### src/rtl/pf_pkg.sv
package pf_pkg;
  typedef enum logic [1:0] {
    PF_IDLE    = 2'd0,
    PF_PENALTY = 2'd1,
    PF_WAIT    = 2'd2
  } pf_state_e;

  localparam int unsigned PF_NBUF = 2;
endpackage

### src/rtl/pf_buffer.sv
module pf_buffer #(
  parameter int unsigned AW = 32,
  parameter int unsigned TW = 32
) (
  input  logic          clk,
  input  logic          rst_n,
  input  logic          load_en,
  input  logic [AW-1:0] load_addr,
  input  logic [TW-1:0] load_tag,
  input  logic          rsp_valid,
  input  logic [TW-1:0] rsp_tag,
  output logic          valid_o,
  output logic [AW-1:0] addr_o,
  output logic [TW-1:0] tag_o,
  output logic          busy_o
);
  logic          val_q, val_d;
  logic          busy_q, busy_d;
  logic [AW-1:0] addr_q;
  logic [TW-1:0] tag_q;
  logic          rsp_hit;

  always_comb begin
    rsp_hit = rsp_valid && busy_q && (rsp_tag == tag_q);
    val_d   = val_q | load_en;
    if (load_en)      busy_d = 1'b1;
    else if (rsp_hit) busy_d = 1'b0;
    else              busy_d = busy_q;
  end

  always_ff @(posedge clk or negedge rst_n) begin
    if (!rst_n) begin
      val_q  <= 1'b0;
      busy_q <= 1'b0;
    end else begin
      val_q  <= val_d;
      busy_q <= busy_d;
    end
  end

  always_ff @(posedge clk or negedge rst_n) begin
    if (!rst_n) begin
      addr_q <= '0;
      tag_q  <= '0;
    end else if (load_en) begin
      addr_q <= load_addr;
      tag_q  <= load_tag;
    end
  end

  assign valid_o = val_q;
  assign addr_o  = addr_q;
  assign tag_o   = tag_q;
  assign busy_o  = busy_q;


  busy_hold_chk: assert property (@(posedge clk) disable iff (!rst_n)
    (busy_q && !load_en && !(rsp_valid && rsp_tag == tag_q)) |=> busy_q);


  load_capture_chk: assert property (@(posedge clk) disable iff (!rst_n)
    load_en |=> (busy_q && val_q && addr_q == $past(load_addr)));
endmodule

### src/rtl/pf_tag_gen.sv
module pf_tag_gen #(
  parameter int unsigned TW       = 32,
  parameter logic [TW-1:0] TAG_INIT = 32'h8000_0000
) (
  input  logic          clk,
  input  logic          rst_n,
  input  logic [1:0]    issue_cnt,
  output logic [TW-1:0] tag_base
);
  logic [TW-1:0] ctr_q, ctr_d;
  logic          ctr_en;

  always_comb begin
    ctr_en = (issue_cnt != 2'd0);
    ctr_d  = ctr_q + TW'(issue_cnt);
  end

  always_ff @(posedge clk or negedge rst_n) begin
    if (!rst_n)      ctr_q <= TAG_INIT;
    else if (ctr_en) ctr_q <= ctr_d;
  end

  assign tag_base = ctr_q;


  tag_hold_chk: assert property (@(posedge clk) disable iff (!rst_n)
    (issue_cnt == 2'd0) |=> $stable(ctr_q));
endmodule

### src/rtl/pf_stall_fsm.sv
module pf_stall_fsm
  import pf_pkg::*;
#(
  parameter int unsigned PW = 4,
  parameter int unsigned SW = 32
) (
  input  logic          clk,
  input  logic          rst_n,
  input  logic          fetch_valid,
  input  logic          active,
  input  logic          count_en,
  input  logic          fetch_first,
  input  logic          busy_cur,
  input  logic          pen_load,
  input  logic [PW-1:0] pen_cycles,
  output logic          lookup,
  output logic          fetch_done,
  output logic [SW-1:0] stall_cycles
);
  pf_state_e     st_q, st_d;
  logic [PW-1:0] cnt_q, cnt_d;
  logic [PW-1:0] pend_q, pend_d;
  logic [SW-1:0] stall_q, stall_d;
  logic          consume;
  logic          stall_en;

  always_comb begin
    lookup   = (st_q == PF_IDLE) && fetch_valid && active;
    consume  = lookup && count_en && fetch_first && (pend_q != '0);
    st_d     = st_q;
    cnt_d    = cnt_q;
    stall_en = 1'b0;
    unique case (st_q)
      PF_IDLE: begin
        if (lookup && count_en) begin
          st_d  = consume ? PF_PENALTY : PF_WAIT;
          cnt_d = pend_q;
        end
      end
      PF_PENALTY: begin
        stall_en = 1'b1;
        if (cnt_q <= PW'(1)) st_d = PF_WAIT;
        else                 cnt_d = cnt_q - PW'(1);
      end
      PF_WAIT: begin
        if (busy_cur) stall_en = 1'b1;
        else          st_d = PF_IDLE;
      end
      default: st_d = PF_IDLE;
    endcase
    stall_d = stall_q + SW'(1);
    if (pen_load)     pend_d = pen_cycles;
    else if (consume) pend_d = '0;
    else              pend_d = pend_q;
    fetch_done = ((st_q == PF_IDLE) && fetch_valid && !(active && count_en))
              || ((st_q == PF_WAIT) && !busy_cur);
  end

  always_ff @(posedge clk or negedge rst_n) begin
    if (!rst_n) begin
      st_q   <= PF_IDLE;
      cnt_q  <= '0;
      pend_q <= '0;
    end else begin
      st_q   <= st_d;
      cnt_q  <= cnt_d;
      pend_q <= pend_d;
    end
  end

  always_ff @(posedge clk or negedge rst_n) begin
    if (!rst_n)        stall_q <= '0;
    else if (stall_en) stall_q <= stall_d;
  end

  assign stall_cycles = stall_q;


  pen_clear_chk: assert property (@(posedge clk) disable iff (!rst_n)
    (consume && !pen_load) |=> (pend_q == '0));


  stall_step_chk: assert property (@(posedge clk) disable iff (!rst_n)
    (st_q == PF_WAIT && busy_cur) |=> (stall_q == $past(stall_q) + SW'(1)));


  no_stall_unaccounted_chk: assert property (@(posedge clk) disable iff (!rst_n)
    (st_q == PF_IDLE && !count_en) |=> $stable(stall_q));
endmodule

### src/rtl/dual_prefetch_ctrl.sv
module dual_prefetch_ctrl
  import pf_pkg::*;
#(
  parameter int unsigned   AW         = 32,
  parameter int unsigned   TW         = 32,
  parameter int unsigned   PW         = 4,
  parameter int unsigned   SW         = 32,
  parameter int unsigned   SMALL_LOG2 = 3,
  parameter int unsigned   WIDE_LOG2  = 4,
  parameter logic [TW-1:0] TAG_INIT   = 32'h8000_0000
) (
  input  logic                   clk,
  input  logic                   rst_n,
  input  logic                   icache_en,
  input  logic                   count_en,
  input  logic                   wide_mode,
  input  logic                   fetch_valid,
  input  logic [AW-1:0]          fetch_pc,
  input  logic                   fetch_first,
  input  logic                   pen_load,
  input  logic [PW-1:0]          pen_cycles,
  input  logic                   rsp_valid,
  input  logic [TW-1:0]          rsp_tag,
  output logic                   fetch_done,
  output logic                   cur_buf,
  output logic [1:0]             req_valid,
  output logic [1:0][AW-1:0]     req_addr,
  output logic [1:0][TW-1:0]     req_tag,
  output logic [SW-1:0]          stall_cycles
);
  localparam logic [AW-1:0] SMALL_BYTES = AW'(1) << SMALL_LOG2;
  localparam logic [AW-1:0] WIDE_BYTES  = AW'(1) << WIDE_LOG2;
  localparam logic [AW-1:0] SMALL_MASK  = {AW{1'b1}} << SMALL_LOG2;
  localparam logic [AW-1:0] WIDE_MASK   = {AW{1'b1}} << WIDE_LOG2;

  logic [1:0] rst_sync_q;
  logic       rst_int_n;

  always_ff @(posedge clk or negedge rst_n) begin
    if (!rst_n) rst_sync_q <= 2'b00;
    else        rst_sync_q <= {rst_sync_q[0], 1'b1};
  end
  assign rst_int_n = rst_sync_q[1];

  logic [PF_NBUF-1:0]         buf_val, buf_busy, hit, load_en;
  logic [PF_NBUF-1:0][AW-1:0] buf_addr, load_addr;
  logic [PF_NBUF-1:0][TW-1:0] buf_tag, load_tag;
  logic [AW-1:0] line_bytes, line_addr, next_line;
  logic [TW-1:0] tag_base;
  logic          cur_sel, oth_sel, pf_hit, iss_cur, iss_oth;
  logic          lookup, active, cur_q;

  always_comb begin
    line_bytes = wide_mode ? WIDE_BYTES : SMALL_BYTES;
    line_addr  = fetch_pc & (wide_mode ? WIDE_MASK : SMALL_MASK);
    next_line  = line_addr + line_bytes;
    active     = icache_en | count_en;
  end

  for (genvar b = 0; b < PF_NBUF; b++) begin : g_buf
    localparam logic BIDX = 1'(b);
    logic is_cur;

    assign hit[b]       = buf_val[b] && (buf_addr[b] == line_addr);
    assign is_cur       = (cur_sel == BIDX);
    assign load_en[b]   = is_cur ? iss_cur : iss_oth;
    assign load_addr[b] = is_cur ? line_addr : next_line;
    assign load_tag[b]  = is_cur ? tag_base : (tag_base + TW'(iss_cur));

    pf_buffer #(.AW(AW), .TW(TW)) u_buf (
      .clk       (clk),
      .rst_n     (rst_int_n),
      .load_en   (load_en[b]),
      .load_addr (load_addr[b]),
      .load_tag  (load_tag[b]),
      .rsp_valid (rsp_valid),
      .rsp_tag   (rsp_tag),
      .valid_o   (buf_val[b]),
      .addr_o    (buf_addr[b]),
      .tag_o     (buf_tag[b]),
      .busy_o    (buf_busy[b])
    );


    req_aligned_chk: assert property (@(posedge clk) disable iff (!rst_int_n)
      req_valid[b] |-> (req_addr[b][SMALL_LOG2-1:0] == '0));
  end

  always_comb begin
    cur_sel = hit[0] ? 1'b0 : hit[1];
    oth_sel = ~cur_sel;
    pf_hit  = buf_val[oth_sel] && (buf_addr[oth_sel] == next_line);
    iss_cur = lookup && !hit[cur_sel];
    iss_oth = lookup && !pf_hit;
  end

  pf_tag_gen #(.TW(TW), .TAG_INIT(TAG_INIT)) u_tags (
    .clk       (clk),
    .rst_n     (rst_int_n),
    .issue_cnt ({1'b0, iss_cur} + {1'b0, iss_oth}),
    .tag_base  (tag_base)
  );

  always_ff @(posedge clk or negedge rst_int_n) begin
    if (!rst_int_n)  cur_q <= 1'b0;
    else if (lookup) cur_q <= cur_sel;
  end

  pf_stall_fsm #(.PW(PW), .SW(SW)) u_fsm (
    .clk          (clk),
    .rst_n        (rst_int_n),
    .fetch_valid  (fetch_valid),
    .active       (active),
    .count_en     (count_en),
    .fetch_first  (fetch_first),
    .busy_cur     (buf_busy[cur_q]),
    .pen_load     (pen_load),
    .pen_cycles   (pen_cycles),
    .lookup       (lookup),
    .fetch_done   (fetch_done),
    .stall_cycles (stall_cycles)
  );

  assign cur_buf   = cur_q;
  assign req_valid = load_en;
  assign req_addr  = load_addr;
  assign req_tag   = load_tag;


  lookahead_pair_chk: assert property (@(posedge clk) disable iff (!rst_int_n)
    lookup |=> (&buf_val) && (buf_addr[~cur_q] == buf_addr[cur_q] + $past(line_bytes)));


  tag_order_chk: assert property (@(posedge clk) disable iff (!rst_int_n)
    (&req_valid) |-> (req_tag[oth_sel] == req_tag[cur_sel] + TW'(1)));


  passthrough_chk: assert property (@(posedge clk) disable iff (!rst_int_n)
    (fetch_valid && !icache_en && !count_en) |-> (req_valid == 2'b00));


  done_when_idle_chk: assert property (@(posedge clk) disable iff (!rst_int_n)
    (fetch_done && count_en && !lookup) |-> !buf_busy[cur_q]);
endmodule

### config.mk
export PLATFORM = sky130hd
export DESIGN_NAME = dual_prefetch_ctrl
export DESIGN_NICKNAME = d
export VERILOG_FILES = /design/src/rtl/pf_pkg.sv /design/src/rtl/pf_buffer.sv /design/src/rtl/pf_tag_gen.sv /design/src/rtl/pf_stall_fsm.sv /design/src/rtl/dual_prefetch_ctrl.sv
export SDC_FILE = /design/constraint.sdc
export NUM_CORES = 1
export LEC_CHECK = 0
export ABC_CLOCK_PERIOD_IN_PS = 7660
export BUFFER_PORTS_ARGS = -buffer_cell sky130_fd_sc_hd__clkbuf_2
export CELL_PAD_IN_SITES_DETAIL_PLACEMENT = 1
export CELL_PAD_IN_SITES_GLOBAL_PLACEMENT = 2
export CORE_MARGIN = 5
export CORE_UTILIZATION = 37
export CTS_BUF_LIST = sky130_fd_sc_hd__clkbuf_2 sky130_fd_sc_hd__clkbuf_4 sky130_fd_sc_hd__clkbuf_8
export DETAILED_ROUTE_END_ITERATION = 7
export GPL_TIMING_DRIVEN = 0
export PLACE_DENSITY = 0.92
export RECOVER_POWER = 100
export SKIP_LAST_GASP = 1
export SYNTH_ARGS = -nofsm -noshare
export SYNTH_HDL_FRONTEND = slang
export SYNTH_SLANG_ARGS = --single-unit
### constraint.sdc
create_clock -name clk -period 7.66 [get_ports clk]
set_input_delay 1.532 -clock clk [delete_from_list [all_inputs] [get_ports clk]]
set_output_delay 1.532 -clock clk [all_outputs]
set_load 0.01 [all_outputs]
==> impl_metrics.py <==
metrics = {
    "place": {
        "portBuffers": 204,
        "dpl-instance-area_mm2": 0.0154,
        "dp.final_hpwl_um": 38100,
        "gp_congestion": 0.945,
        "place_ws_ns": -1.45,
    },
    "timing": {
        "whs_ns": 0.354,
        "rsz0062_at_grt": "yes",
        "period_share_pct": 98.5,
        "slew_violations": 208,
        "fmax_mhz": 132,
        "fin_crit_ns": 7.55,
        "worst_slew_pin_slew_ns": 3.46,
        "hold_violations": 0,
        "setup_ws_ns": 0.111,
        "final.setup_skew_ns": 0.0441,
        "setup_viol": 0,
        "max_slew_margin_pct": -131,
    },
    "grt": {
        "met1_usage_pct": 32.2,
        "antenna_found_initial": 0,
        "grt_max_degree": 64,
        "grt_use_met3_pct": 3.66,
        "grt_pass1_vias": 12400,
        "grt_pass1_wl_um": 75800,
        "busiest_layer": "met2",
        "grt_use_met2_pct": 38.7,
        "grtUsageTotal_pct": 23.7,
        "grt-ovfl-total": 0,
    },
    "die": {
        "die-area_mm2": 0.0409,
        "start_util_pct": 37.4,
        "die_y_um": 202,
        "io_pins": 241,
        "fp.dieW_um": 202,
        "core_area_mm2": 0.0366,
        "fp-row-count": 70,
    },
    "cts": {
        "clkSlewWorstSetupHoldPaths_ns": 0.06,
        "htreeDepth": 2,
        "clockRootBuffer": "clkbuf_8",
        "hold_buffers": 0,
        "cts_tree": "yes",
        "numClockSinks": 203,
        "cts_buffers": 41,
        "clk-insertion-delay-late_ns": 0.58,
        "cts_buffer_depth": 3,
    },
    "logic_synthesis": {
        "synthFlopType": "dfrtp_1",
        "yosys-top-cells-area": "dfrtp_1 37%, xnor2_1 13%, xor2_1 11%",
        "synthArstFlopShare_pct": 100,
        "synth_compound_gate_area_share_pct": 3.45,
        "yosysWarnings": 0,
        "synth_xor_area_share_pct": 24.3,
        "ys_seq_area_share_pct": 37.1,
        "yosysUniqueCellTypes": 61,
        "synth_top_family_by_area": "XOR/XNOR gates",
        "ys_seq_elements": 203,
        "synth_top_area_share_pct": 36.9,
        "synth_area_leader_cell": "dfrtp_1",
        "yosys.area_share.simple_pct": 16.2,
        "synth_edf_count": 0,
        "postSynthAreaPerCell_um2": 9.77,
        "synth_cells": 1402,
        "synthMuxAreaShare_pct": 13.1,
        "synth-adder-area-share_pct": 1.48,
        "synth_area_mm2": 0.0137,
    },
    "critical_path": {
        "critPathCaptureType": "output port",
        "critPathMaxFanout": 10,
        "worstSetupPathType": "in -> out",
        "crit_arrival_ns": 6.02,
        "worstReg2RegStart": "g_buf[0].u_buf.addr_o[26]",
        "reg2reg_depth": 26,
        "worst_setup_path_start_kind": "primary input",
        "critPathRequiredTime_ns": 6.13,
        "rrSetupSlack_ns": 0.93,
        "r2r_end": "u_tags.tag_base[30]",
    },
    "layout": {
        "nets": 1758,
        "final_area_mm2": 0.0164,
        "area_delta_synth_final_pct": 20.0,
        "n_antenna_cell": 0,
        "layout_common_cells": "203 x xnor2_1, 202 x dfrtp_1, 184 x clkbuf_2",
        "final_common_cell": "xnor2_1",
        "layout-drive-gt1-share_pct": 23.8,
    },
    "job": {
        "maxCapViolCount": 4,
    },
    "hold_path": {
        "min_to": "rst_sync_q[1]",
        "min_from": "rst_sync_q[0]",
        "worstHoldPathType": "reg -> reg",
        "min_delay_path_depth": 0,
    },
    "route": {
        "wl_um": 49800,
        "num_vias": 11500,
        "avgViaCountPerCell": 5.29,
        "drtPass1Iterations": 5,
        "wl_per_cell_um": 23.0,
        "ant_nets": 0,
        "first_iter_violations": 641,
        "drc": 0,
    },
    "power": {
        "p_per_area_mw_per_mm2": 263,
        "p_leak_nw": 7.74,
        "ir_drop_mv": 0.0999,
    },
    "status": {
        "violations": "max-capacitance violations, max-slew violations",
        "status": "finished with violations",
    },
}
-- flip-flops by register name, indices dropped and copies added (netlist names) --
name and flops:
g_buf.u_buf.busy_o 2, u_fsm.st_q 2, u_fsm.pend_q 4, rst_sync_q 2
cur_buf 1, u_fsm.stall_cycles 32, g_buf.u_buf.tag_o 64, g_buf.u_buf.addr_o 58
g_buf.u_buf.valid_o 2, u_tags.tag_base 32, u_fsm.cnt_q 4
-- critical path, cell delays in order --
cell      delay (ns)
buf_2           0.16
xor2_1          0.20
or4_1           0.53
or4_1           0.42
or4_1           0.57
nand2_2         0.14
buf_6           0.19
mux2i_1         0.29
xor2_2          0.28
buf_4           0.16
nand4_1         0.13
nor4_4          0.50
a31oi_4         0.33
buf_6           0.29
buf_4           0.14
clkbuf_2        0.12
-- cells in the mapped netlist (26+ instances only) --
| cell | n |
|---|---|
| mux2i_1 | 30 |
| mux2_1 | 46 |
| dfrtp_1 | 202 |
| nor2_1 | 121 |
| inv_1 | 29 |
| nand3_1 | 26 |
| clkbuf_1 | 57 |
| xnor2_1 | 204 |
| xor2_1 | 170 |
| mux2_4 | 57 |
| nand2_1 | 157 |
| nand4_1 | 47 |
-- how the worst max path moves through the flow --
stage | from | to | slack (ns) | depth (start not counted)
global route | fetch_pc[18] | u_tags.tag_base[30] | -0.07 | 28
finish | fetch_pc[26] | req_valid[0] | 0.11 | 16
detailed placement | fetch_pc[16] | u_tags.tag_base[30] | -1.45 | 28
floorplan | fetch_pc[16] | req_tag[30] | 0.78 | 20
global placement | fetch_pc[16] | u_tags.tag_base[30] | -1.31 | 28
CTS | fetch_pc[5] | req_valid[1] | 0.02 | 16
-- power breakdown --
part / internal [mW] / total, mW / switching (mW)
combinational: 0.661 / 1.50 / 0.843
sequential: 1.30 / 1.56 / 0.255
clock: 0.732 / 1.26 / 0.528
total: 2.70 / 4.32 / 1.63
-- through the flow --
| stage | instances | setup TNS [ns] | power (mW) | util, % |
|---|---|---|---|---|
| after floorplan | 1407 | 0 | 2.52 | - |
| after global placement | 2079 | -285.43 | 2.97 | 41.8 |
| after detailed placement | 2082 | -45.01 | 3.04 | 42.1 |
| after CTS | 2165 | 0 | 4.32 | 45.0 |
| after global routing | 2166 | -0.0713 | 4.54 | 44.9 |
| final | 2166 | 0 | 4.32 | 44.9 |
-- routing by layer --
layer	up-vias	share of wire, %
li1	5179	-
met1	5847	45
met2	347	46
met3	87	5.1
met4	0	3.5
met5	-	0
-- final cells by class --
class	instances	area (um^2)
plain buffers	99	507
flip-flops and latches	203	5080
clock buffers	69	843
inverters	29	109
repair buffers	219	1080
multi-input cells	1073	8140
clock inverters	6	76.3
fillers	4253	20200
well taps	468	586
-- logic make-up (layout without fill, tap and decap cells) --
family | Yosys count | count (layout)
and+or+nand+nor | 459 | 459
xor gates and xnor gates | 376 | 376
DFF | 203 | 203
muxes | 143 | 143
buffers and inverters | 131 | 422
AOI/OAI and AO/OA | 73 | 73
adders and majority gates | 15 | 15
other | 2 | 7
-- what timing repair did --
| action | 4_1_cts | 5_1_grt |
|---|---|---|
| gates cloned | 0 | 0 |
| pin swaps | 5 | 4 |
| setup endpoints to repair | 85 | 32 |
| buffers inserted | 9 | 3 |
| gates resized for setup | 23 | 34 |
Power figures use the tool's default switching activity.
